File: src/rtl/bus_parity_xcvr_pkg.sv
package bus_parity_xcvr_pkg;

  typedef enum logic [1:0] {
    MODE_ISOLATE = 2'b00,
    MODE_A2B     = 2'b01,
    MODE_B2A     = 2'b10,
    MODE_FAULT   = 2'b11
  } xcvr_mode_e;

  function automatic xcvr_mode_e decode_mode(input logic a_oe_n, input logic b_oe_n);
    case ({a_oe_n, b_oe_n})
      2'b11:   return MODE_ISOLATE;
      2'b10:   return MODE_A2B;
      2'b01:   return MODE_B2A;
      default: return MODE_FAULT;
    endcase
  endfunction

endpackage

File: src/rtl/xcvr_mode_ctrl.sv
module xcvr_mode_ctrl
  import bus_parity_xcvr_pkg::*;
(
  input  logic       a_oe_n,
  input  logic       b_oe_n,
  output xcvr_mode_e mode,
  output logic       drive_a,
  output logic       drive_b,
  output logic       invert_par,
  output logic       check_en
);

  always_comb begin
    mode       = decode_mode(a_oe_n, b_oe_n);
    drive_a    = 1'b0;
    drive_b    = 1'b0;
    invert_par = 1'b0;
    check_en   = 1'b0;
    unique case (mode)
      MODE_A2B: drive_b = 1'b1;
      MODE_FAULT: begin
        drive_b    = 1'b1;
        invert_par = 1'b1;
      end
      MODE_B2A: begin
        drive_a  = 1'b1;
        check_en = 1'b1;
      end
      default: ;
    endcase
  end

endmodule

File: src/rtl/odd_parity_gen.sv
module odd_parity_gen #(
  parameter int WIDTH = 8
) (
  input  logic [WIDTH-1:0] data,
  input  logic             invert,
  output logic             par_bit
);

  localparam int STAGES = WIDTH;

  // Ripple XOR chain built bit by bit, then folded into an odd-parity bit.
  logic [STAGES:0] chain;
  assign chain[0] = 1'b0;
  for (genvar i = 0; i < STAGES; i++) begin : g_xor
    assign chain[i+1] = chain[i] ^ data[i];
  end

  // Odd parity: the extra bit is set when the data already has an even count.
  assign par_bit = ~chain[STAGES] ^ invert;

endmodule

File: src/rtl/parity_checker.sv
module parity_checker #(
  parameter int WIDTH = 9
) (
  input  logic [WIDTH-1:0] word,
  input  logic             enable,
  output logic             bad
);

  logic ones_odd;
  assign ones_odd = ^word;
  assign bad      = enable & ~ones_odd;

endmodule

File: src/rtl/err_flag_reg.sv
module err_flag_reg (
  input  logic clk,
  input  logic clr_n,
  input  logic bad_in,
  output logic flag_q
);

  always_ff @(posedge clk or negedge clr_n) begin
    if (!clr_n) flag_q <= 1'b0;
    else        flag_q <= bad_in;
  end

endmodule

File: src/rtl/bus_parity_xcvr.sv
module bus_parity_xcvr
  import bus_parity_xcvr_pkg::*;
#(
  parameter int DATA_W = 8
) (
  input  logic              clk,
  input  logic              clr_n,
  input  logic              a_oe_n,
  input  logic              b_oe_n,
  input  logic [DATA_W-1:0] a_in,
  output logic [DATA_W-1:0] a_out,
  output logic              a_drive,
  input  logic [DATA_W:0]   b_in,
  output logic [DATA_W:0]   b_out,
  output logic              b_drive,
  output logic              err_n
);

  localparam int WORD_W = DATA_W + 1;

  xcvr_mode_e mode;
  logic       invert_par, check_en, par_bit, bad, flag_q;

  xcvr_mode_ctrl u_mode (
    .a_oe_n     (a_oe_n),
    .b_oe_n     (b_oe_n),
    .mode       (mode),
    .drive_a    (a_drive),
    .drive_b    (b_drive),
    .invert_par (invert_par),
    .check_en   (check_en)
  );

  odd_parity_gen #(.WIDTH(DATA_W)) u_gen (
    .data    (a_in),
    .invert  (invert_par),
    .par_bit (par_bit)
  );

  parity_checker #(.WIDTH(WORD_W)) u_chk (
    .word   (b_in),
    .enable (check_en),
    .bad    (bad)
  );

  err_flag_reg u_flag (
    .clk    (clk),
    .clr_n  (clr_n),
    .bad_in (bad),
    .flag_q (flag_q)
  );

  // Outputs always carry true data; drive-enables say who owns each bus.
  assign b_out = {par_bit, a_in};
  assign a_out = b_in[DATA_W-1:0];
  assign err_n = ~flag_q;

endmodule

File: config.mk
export PLATFORM = sky130hd
export DESIGN_NAME = bus_parity_xcvr
export DESIGN_NICKNAME = d
export VERILOG_FILES = /design/src/rtl/bus_parity_xcvr_pkg.sv /design/src/rtl/xcvr_mode_ctrl.sv /design/src/rtl/odd_parity_gen.sv /design/src/rtl/parity_checker.sv /design/src/rtl/err_flag_reg.sv /design/src/rtl/bus_parity_xcvr.sv
export SDC_FILE = /design/constraint.sdc
export NUM_CORES = 1
export LEC_CHECK = 0
export ABC_AREA = 1
export BUFFER_PORTS_ARGS = -buffer_cell sky130_fd_sc_hd__buf_2
export CORE_MARGIN = 4
export CORE_UTILIZATION = 32
export CTS_CLUSTER_DIAMETER = 60
export DETAILED_ROUTE_END_ITERATION = 8
export GPL_TIMING_DRIVEN = 1
export PLACE_DENSITY = 0.73
export SYNTH_ARGS = -nofsm -noshare
export SYNTH_HDL_FRONTEND = slang
export SYNTH_SLANG_ARGS = --single-unit
File: constraint.sdc
create_clock -name clk -period 0.8 [get_ports clk]
set_input_delay 0 -clock clk [delete_from_list [all_inputs] [get_ports clk]]
set_output_delay 0 -clock clk [all_outputs]
set_load 0.005 [all_outputs]
==> metrics.csv <==
metric,value,unit
die_y,45.88,um
routed-via-count,471,
grt_overflow,0,
routedWlPerCell,8.148,um
postSynthAreaPerCell,6.042,sq um
setup_viol,0,
antenna_found_initial,0,
dr.pass1.iters,1,
crit_type,in -> reg,
reg.largest.list,u_flag.flag_q x1,
synthesis.nets,97,
die_area,2105,sq um
core,1334,sq um
grt_usage,7.540,%
hold_class,in -> out,
required,0.68,ns
power_leakage,0.3822,nW
grt_pass1_vias,366,
holdCritStartpoint,b_in[1],
grt_pass1_wl,1283,um
arrival,0.67,ns
worst_setup_path_start_kind,input pin,
synth_seq_cells,1,
gp_congestion,0.6098,
ys_warn_count,0,
rsz0062_at_grt,true,
slew-limit-headroom,89.51,%
postRouteWirelength,937,um
period_needed,0.7838,ns
antenna_cells,0,
placed_area,550.5,sq um
port_buffers,40,
final_hold_viol_count,0,
crit_fanout,4,
synthCells,76,
slew_violations,0,
synth_cell_types,14,
drive_gt1_share,52.00,%
largest_reg_flops,1,
stdcell_area,600.6,sq um
period_share,97.97,%
grt_max_degree,5,
ys_seq_area_share,5.450,%
drtIter0Drc,0,
ir_drop,227.1,uV
path_clk_slew,0,ns
post-route-drc-count,0,
endpoint_kind,register,
die_x,45.88,um
hold_path_end,a_out[1],
synthToLayoutAreaGrowth,30.79,%
post-cts-setup-buffers,0,
num_rows,13,
p_per_area,671.2,nW/um^2
pin_count,41,
fmax,1.276,GHz
worst_pin_slew,0.1568,ns
nNetsFinal,123,
hold_ws,0.1846,ns
status,"finished, final reports clean",
viasPerCell,4.096,
syn_area,459.2,sq um
start_util,34.43,%
drtAntennaViolNets,0,
min_path_cells,2,
dp_hpwl,869.2,um
maxCapViolCount,0,
regMostFlops,u_flag.flag_q,
==> report_power, final <==
| group | switching (W) | internal, W |
|---|---|---|
| sequential | 0.000000855 | 0.0000555 |
| combinational | 0.000171 | 0.000176 |
| clock | 0 | 0 |
==> cells by family (layout without fill, tap and decap cells) <==
| family | after synthesis | in the layout | share of synthesized area [%] |
|---|---|---|---|
| simple gates | 36 | 36 | 37.60 |
| buf+inv | 28 | 52 | 36.78 |
| xor+xnor | 10 | 10 | 19.07 |
| compound gates | 1 | 1 | 1.089 |
| flops | 1 | 1 | 5.449 |
==> Yosys cell counts, drive strengths merged <==
cell type	instances	area share (%)
nand2	27	24
buf	17	28
inv	11	9.0
xor2	6	11
nor2	5	6.3
xnor2	4	7.6
nand3	3	5.4
a21oi	1	1.1
dfrtp	1	5.4
nand3b	1	1.6
==> cells in the final DEF, fill, tap and decap left out, types with 2 or more instances in the layout <==
cell type / netlist / routed
nand3_2: 2 / 2
inv_2: 0 / 2
nor2_1: 3 / 3
xor2_1: 6 / 6
buf_2: 0 / 36
xnor2_1: 4 / 4
nand2_2: 4 / 4
inv_1: 11 / 9
buf_6: 0 / 3
nand2_1: 23 / 22
==> layout make-up <==
type,count,area (sq um)
fill,148,733.2
multi-input combinational,47,276.5
inverter,11,41.29
tap,15,18.77
sequential,1,25.02
timing repair buffer,41,239.0
==> repair_timing <==
action | CTS | global route
cloned | 0 | 0
hold endpoints to repair | 1 | 0
resized for setup | 1 | 13
hold buffers | 1 | 0
setup endpoints to repair | 2 | 2
pin swaps | 1 | 11
==> metrics by stage <==
stage	std cells	setup slack [ns]	setup TNS, ns	utilization (%)	power (W)
floorplan	76	0.1750	0	-	0.0002981
CTS	115	0.0001500	0	42.21	0.0003853
global route	115	-0.05350	-0.1065	45.03	0.0004468
global placement	114	0.01485	0	41.28	0.0003678
finish	115	0.01624	0	45.03	0.0004031
detailed placement	114	-0.01530	-0.01608	41.28	0.0003790
==> metal layers <==
metal  track usage, %  share of wire, %  up-vias
met5                0                 0        -
met4                0                 0        0
met3                0                11        0
met2            16.76                58       19
met1            7.870                31      198
li1                 -                 -      254
==> worst max-delay path by stage <==
stage	start	to	slack, ns	depth (start not counted)
floorplan	b_in[0]	u_flag.flag_q$_DFF_PN0_	0.17	8
global placement	b_in[0]	u_flag.flag_q$_DFF_PN0_	0.01	9
detailed placement	b_in[0]	u_flag.flag_q$_DFF_PN0_	-0.02	9
CTS	b_in[0]	u_flag.flag_q$_DFF_PN0_	0.0001	9
global route	b_in[1]	u_flag.flag_q$_DFF_PN0_	-0.05	9
finish	b_in[1]	u_flag.flag_q$_DFF_PN0_	0.02	9
==> worst max-delay path, cell delays in order <==
cell,delay (ns)
buf_8,0.10
nand2_4,0.06
inv_2,0.03
nor2_2,0.10
nand2_2,0.08
nand2_2,0.07
nand2_2,0.06
a21oi_2,0.12
nor2_1,0.04
(Power assumes the default switching activity.)
